File: config.mk
export PLATFORM = sky130hd
export DESIGN_NAME = rst_pin_seq
export DESIGN_NICKNAME = d
export VERILOG_FILES = /design/src/rtl/rps_pkg.sv /design/src/rtl/rps_sync.sv /design/src/rtl/rps_timer.sv /design/src/rtl/rps_fsm.sv /design/src/rtl/rst_pin_seq.sv
export SDC_FILE = /design/constraint.sdc
export NUM_CORES = 1
export LEC_CHECK = 0
export ABC_AREA = 1
export BUFFER_PORTS_ARGS = -buffer_cell sky130_fd_sc_hd__buf_2
export CAP_MARGIN = 20
export CELL_PAD_IN_SITES_DETAIL_PLACEMENT = 1
export CELL_PAD_IN_SITES_GLOBAL_PLACEMENT = 1
export CORE_ASPECT_RATIO = 0.9
export CORE_MARGIN = 2
export CORE_UTILIZATION = 43
export DETAILED_ROUTE_END_ITERATION = 8
export PLACE_DENSITY = 0.76
export REMOVE_ABC_BUFFERS = 1
export SYNTH_ARGS = -nofsm -noshare
export SYNTH_HDL_FRONTEND = slang
export SYNTH_HIERARCHICAL = 1
export SYNTH_SLANG_ARGS = --single-unit
File: constraint.sdc
create_clock -name clk_i -period 2.4 [get_ports clk_i]
set_input_delay 0.24 -clock clk_i [delete_from_list [all_inputs] [get_ports clk_i]]
set_output_delay 0.24 -clock clk_i [all_outputs]
set_load 0.005 [all_outputs]
File: src/rtl/rps_pkg.sv
package rps_pkg;
  typedef enum logic [2:0] {
    ST_HOLD,
    ST_PROBE,
    ST_DRIVE,
    ST_REL,
    ST_RUN
  } rps_state_e;
endpackage

File: src/rtl/rps_sync.sv
module rps_sync #(
  parameter int STAGES = 2
) (
  input  logic clk_i,
  input  logic rst_ni,
  input  logic d_i,
  output logic q_o
);
  logic [STAGES-1:0] sr_q;

  // resets low: the pin is driven low during power-on reset
  generate
    if (STAGES == 1) begin : g_one
      always_ff @(posedge clk_i or negedge rst_ni) begin
        if (!rst_ni) sr_q <= '0;
        else         sr_q <= d_i;
      end
    end else begin : g_many
      always_ff @(posedge clk_i or negedge rst_ni) begin
        if (!rst_ni) sr_q <= '0;
        else         sr_q <= {sr_q[STAGES-2:0], d_i};
      end
    end
  endgenerate

  assign q_o = sr_q[STAGES-1];
endmodule

File: src/rtl/rps_timer.sv
module rps_timer #(
  parameter int CW = 10
) (
  input  logic          clk_i,
  input  logic          rst_ni,
  input  logic          load_i,
  input  logic [CW-1:0] load_val_i,
  output logic [CW-1:0] cnt_o,
  output logic          zero_o
);
  logic [CW-1:0] cnt_q;

  always_ff @(posedge clk_i or negedge rst_ni) begin
    if (!rst_ni)            cnt_q <= '0;
    else if (load_i)        cnt_q <= load_val_i;
    else if (cnt_q != '0)   cnt_q <= cnt_q - 1'b1;
  end

  assign cnt_o  = cnt_q;
  assign zero_o = (cnt_q == '0);
endmodule

File: src/rtl/rps_fsm.sv
module rps_fsm
  import rps_pkg::*;
#(
  parameter int LOW_CYCLES   = 512,
  parameter int REL_CYCLES   = 10,
  parameter int PROBE_CYCLES = 2,
  parameter int SYNC_STAGES  = 2,
  parameter int CW           = 10
) (
  input  logic          clk_i,
  input  logic          rst_ni,
  input  logic          pll_lock_i,
  input  logic          pin_hi_i,
  input  logic [CW-1:0] cnt_i,
  input  logic          zero_i,
  output logic          load_o,
  output logic [CW-1:0] load_val_o,
  output rps_state_e    state_o,
  output logic          por_flag_o
);
  localparam int PROBE_LEN = PROBE_CYCLES + SYNC_STAGES;
  localparam logic [CW-1:0] LV_LOW   = CW'(LOW_CYCLES - 1);
  localparam logic [CW-1:0] LV_REL   = CW'(REL_CYCLES - 1);
  localparam logic [CW-1:0] LV_PROBE = CW'(PROBE_LEN - 1);
  localparam logic [CW-1:0] OBS_LIM  = CW'(PROBE_CYCLES);

  rps_state_e state_q, state_d;
  logic       flag_q, flag_d;
  logic       seen_q, seen_d;

  // synchronized level lags the pin by SYNC_STAGES; the last PROBE_CYCLES
  // probe cycles therefore observe the first PROBE_CYCLES released cycles
  assign seen_d = (state_q == ST_PROBE) && (seen_q || (pin_hi_i && cnt_i < OBS_LIM));

  always_comb begin
    state_d    = state_q;
    flag_d     = flag_q;
    load_o     = 1'b0;
    load_val_o = '0;
    if (!pll_lock_i) begin
      state_d = ST_HOLD;
    end else begin
      unique case (state_q)
        ST_HOLD: begin
          state_d    = ST_PROBE;
          load_o     = 1'b1;
          load_val_o = LV_PROBE;
        end
        ST_PROBE: if (zero_i) begin
          if (seen_q || pin_hi_i) begin
            state_d = ST_RUN;
            flag_d  = 1'b1;
          end else begin
            state_d    = ST_DRIVE;
            load_o     = 1'b1;
            load_val_o = LV_LOW;
          end
        end
        ST_DRIVE: if (zero_i) begin
          state_d    = ST_REL;
          load_o     = 1'b1;
          load_val_o = LV_REL;
        end
        ST_REL: if (zero_i) begin
          if (pin_hi_i) begin
            state_d = ST_RUN;
            flag_d  = 1'b0;
          end else begin
            state_d    = ST_DRIVE;
            load_o     = 1'b1;
            load_val_o = LV_LOW;
          end
        end
        ST_RUN: if (!pin_hi_i) begin
          state_d    = ST_DRIVE;
          load_o     = 1'b1;
          load_val_o = LV_LOW;
        end
        default: state_d = ST_HOLD;
      endcase
    end
  end

  always_ff @(posedge clk_i or negedge rst_ni) begin
    if (!rst_ni) begin
      state_q <= ST_HOLD;
      flag_q  <= 1'b0;
      seen_q  <= 1'b0;
    end else begin
      state_q <= state_d;
      flag_q  <= flag_d;
      seen_q  <= seen_d;
    end
  end

  assign state_o    = state_q;
  assign por_flag_o = flag_q;
endmodule

File: src/rtl/rst_pin_seq.sv
module rst_pin_seq
  import rps_pkg::*;
#(
  parameter int LOW_CYCLES   = 512,
  parameter int REL_CYCLES   = 10,
  parameter int PROBE_CYCLES = 2,
  parameter int SYNC_STAGES  = 2
) (
  input  logic clk_i,
  input  logic rst_ni,
  input  logic pll_lock_i,
  input  logic pin_i,
  output logic pin_drive_o,
  output logic core_rst_o,
  output logic por_flag_o
);
  localparam int CW = $clog2(LOW_CYCLES) + 1;

  logic          pin_hi;
  logic          load;
  logic [CW-1:0] load_val;
  logic [CW-1:0] cnt;
  logic          zero;
  rps_state_e    state;

  rps_sync #(.STAGES(SYNC_STAGES)) u_sync (
    .clk_i (clk_i),
    .rst_ni(rst_ni),
    .d_i   (pin_i),
    .q_o   (pin_hi)
  );

  rps_timer #(.CW(CW)) u_timer (
    .clk_i     (clk_i),
    .rst_ni    (rst_ni),
    .load_i    (load),
    .load_val_i(load_val),
    .cnt_o     (cnt),
    .zero_o    (zero)
  );

  rps_fsm #(
    .LOW_CYCLES  (LOW_CYCLES),
    .REL_CYCLES  (REL_CYCLES),
    .PROBE_CYCLES(PROBE_CYCLES),
    .SYNC_STAGES (SYNC_STAGES),
    .CW          (CW)
  ) u_fsm (
    .clk_i     (clk_i),
    .rst_ni    (rst_ni),
    .pll_lock_i(pll_lock_i),
    .pin_hi_i  (pin_hi),
    .cnt_i     (cnt),
    .zero_i    (zero),
    .load_o    (load),
    .load_val_o(load_val),
    .state_o   (state),
    .por_flag_o(por_flag_o)
  );

  assign pin_drive_o = (state == ST_HOLD) || (state == ST_DRIVE);
  assign core_rst_o  = (state != ST_RUN);
endmodule

==> results.toml <==
[synthesis]
synth_cell_types = 28
synthCells = 176
yosys_warnings = 6
syn_area_per_cell_um2 = 6.96
synth_top_area_cell = "dfrtp_1"
ys_seq_area_share_pct = 34.7
ys_ff_latch = 17
netlist_top_cells_area = "dfrtp_1, nand2_1, nor2_1"
synth_top_area_share_pct = 34.7
netlist_area_um2 = 1220

[clocking]
cts-htree-levels = 1
clock_sink_count = 17
clockBufferDepth = 2
cts_root_buffer = "clkbuf_4"
clock_latency_ns = 0.30
numCtsBuffers = 3
clkTransAtPathRegs_ns = 0.11
tritoncts = "yes"

[place]
post-dp-hpwl_um = 2340
place.port_buffers = 6
gp_congestion = 0.852
dp_slack_ns = 0.0691

[critical_path]
required_ns = 2.59
arrival_ns = 2.49
path_max_fanout = 7
cp-start-kind = "register"
worstSetupEndpointType = "register"
path_class = "reg -> reg"

[power]
power.leakage_nw = 0.677
p_switching_mw = 0.770
irDropWorstVdd_v = 0.000573
p_int_mw = 0.773
p_clk_share_pct = 10.4
p_per_area_nw_per_um2 = 1160
p_seq_share_pct = 33.2
p_sw_share_pct = 49.9
p_comb_share_pct = 56.4

[routing]
remaining_drc_errors = 0
drtIter0Drc = 31
drtAntennaViolNets = 0
firstDrtPassIters = 4
vias = 1111
drt-total-wl_um = 3160
wl_per_cell_um = 14.1
via_per_inst = 4.96

[sta]
finalHoldViolations = 0
finalCritPeriodShare_pct = 95.8
skew_ns = 0.00912
report.final.setup_viol = 0
setup_ws_ns = 0.102
clock.fmax_mhz = 435
slew_viol_final = 0
finalSetupTns_ns = 0
post-route-min-period_ns = 2.30

[layout]
multi_input_area_um2 = 664
drive_above_1_share_pct = 22.8
synthToLayoutAreaGrowth_pct = 8.89
num_antenna_cells = 0
regArea_um2 = 425
fillCellCount = 367
layout.nets = 190

[die]
core_area_um2 = 2730
die_area_um2 = 3290
fp-row-count = 18
initial_utilization_pct = 44.9
die_y_um = 54.6
die_x_um = 60.3
boundaryPins = 7

[global_routing]
grt_overflow = 0
antenna_found_initial = 0
grt_pass1_wl_um = 5050
grt_pass1_vias = 1052
grtUsageTotal_pct = 21.7
grt_max_degree = 18

[min_path]
min-delay-path-class = "in -> reg"

[flow_run]
maxCapViolations = 0

[run_status]
status = "finished clean"
-- synth_stat cells --
library cell	number
nand2_1	52
nor2_1	24
inv_1	21
dfrtp_1	17
nand3_1	8
buf_4	7
nor2_2	7
nand2_2	6
o21ai_0	6
o21ai_1	6
nor2_4	3
xor2_1	3
a21oi_2	1
and2_1	1
buf_2	1
buf_6	1
conb_1	1
ha_1	1
nand3_2	1
nand3b_1	1
nand4_1	1
nand4_2	1
nand4_4	1
nor3_1	1
nor3_2	1
o211ai_1	1
o21bai_1	1
or2_2	1
-- final cells by class --
| cell class | count | area share, % |
|---|---|---|
| Tap cell | 40 | 3.75 |
| Timing Repair Buffer | 13 | 6.66 |
| Sequential cell | 17 | 31.9 |
| Inverter | 21 | 5.91 |
| Multi-Input combinational cell | 129 | 49.8 |
| Clock buffer | 4 | 1.97 |
-- sequential cells by signal, indices dropped and copies added, names as in the netlist --
signal,flops
u_fsm/seen_q,1
u_fsm/state_o,3
u_fsm/por_flag_o,1
u_timer/cnt_o,10
u_sync/sr_q,2
-- critical path, cell delays in order, from the launching register on --
cell,delay (ns)
dfrtp_1,0.40
inv_1,0.08
ha_2,0.21
inv_1,0.08
nor2_4,0.12
nand4_2,0.12
nor2_2,0.16
nor2_1,0.05
o21ai_1,0.10
nand2_2,0.10
nor2_2,0.11
nand2_2,0.10
nand2_2,0.09
inv_2,0.08
or2_2,0.27
nand2_1,0.07
nor2_1,0.03
-- path summary, 6_finish.rpt --
path                                  startpoint               end  depth (start not counted)  slack (ns)
worst max-delay path            u_timer/cnt_o[1]  u_timer/cnt_o[8]                         16        0.10
worst min-delay path                       pin_i    u_sync/sr_q[0]                          1        0.05
worst max register to register  u_timer/cnt_o[1]  u_timer/cnt_o[8]                         16        0.10
worst min register to register    u_sync/sr_q[0]    u_sync/sr_q[1]                          0        0.36
max in group asynchronous                 rst_ni  u_timer/cnt_o[0]                          2        1.73
min in group asynchronous                 rst_ni  u_timer/cnt_o[9]                          2        0.38
-- stage by stage --
| step | instances | hold slack (ns) | total power, mW | instance area (µm²) | utilization, % |
|---|---|---|---|---|---|
| floorplan | 167 | -0.0556 | 1.09 | 1160 | - |
| global placement | 216 | 0.189 | 1.28 | 1260 | 46.2 |
| detailed placement | 216 | 0.194 | 1.31 | 1260 | 46.2 |
| CTS | 221 | 0.0328 | 1.49 | 1290 | 47.5 |
| global route | 224 | 0.0127 | 1.69 | 1330 | 48.9 |
| finish | 224 | 0.0474 | 1.54 | 1330 | 48.9 |
-- kinds of logic after synthesis --
group | Yosys count | share of synthesized area [%]
AOI/OAI and AO/OA | 15 | 6.84
adders and majority gates | 1 | 1.02
buffers and inverters | 30 | 12.1
xor gates and xnor gates | 3 | 2.15
DFF | 17 | 34.7
and+or+nand+nor | 109 | 42.9
other | 1 | 0.306
-- timing repair --
action | 4_1_cts | 5_1_grt
hold buffers | 1 | 0
endpoints found under the hold margin | 17 | 0
buffers inserted | 0 | 3
setup endpoints to repair | 0 | 6
gates resized for setup | 0 | 7
-- layer usage --
| metal | vias to the layer above | wire (µm) | GRT usage (%) |
|---|---|---|---|
| met5 | - | 0 | 0 |
| met2 | 11 | 1490 | 32.4 |
| met3 | 2 | 62 | 3.55 |
| met1 | 546 | 1590 | 31.6 |
| met4 | 0 | 15 | 7.04 |
| li1 | 552 | - | - |
-- placed cells by master (no fill, tap or decap), types with 2 or more instances in the layout --
cell      netlist  layout
buf_4           7       5
dfrtp_1        17      17
nand2_2         6       7
o21ai_0         6       6
o21ai_1         6       6
nor2_2          7       7
nor2_1         24      23
xor2_1          3       3
inv_1          21      19
nor2_4          3       4
buf_2           1       6
inv_2           0       2
clkbuf_4        0       3
nand2_1        52      51
nand3_1         8       8
-- power by group through the flow --
stage	sequential (mW)	clock, mW	combinational (mW)
floorplan	0.483	0	0.612
global placement	0.509	0	0.769
detailed placement	0.516	0	0.796
CTS	0.511	0.170	0.806
global route	0.526	0.188	0.979
finish	0.512	0.161	0.870
(Power assumes the default switching activity.)
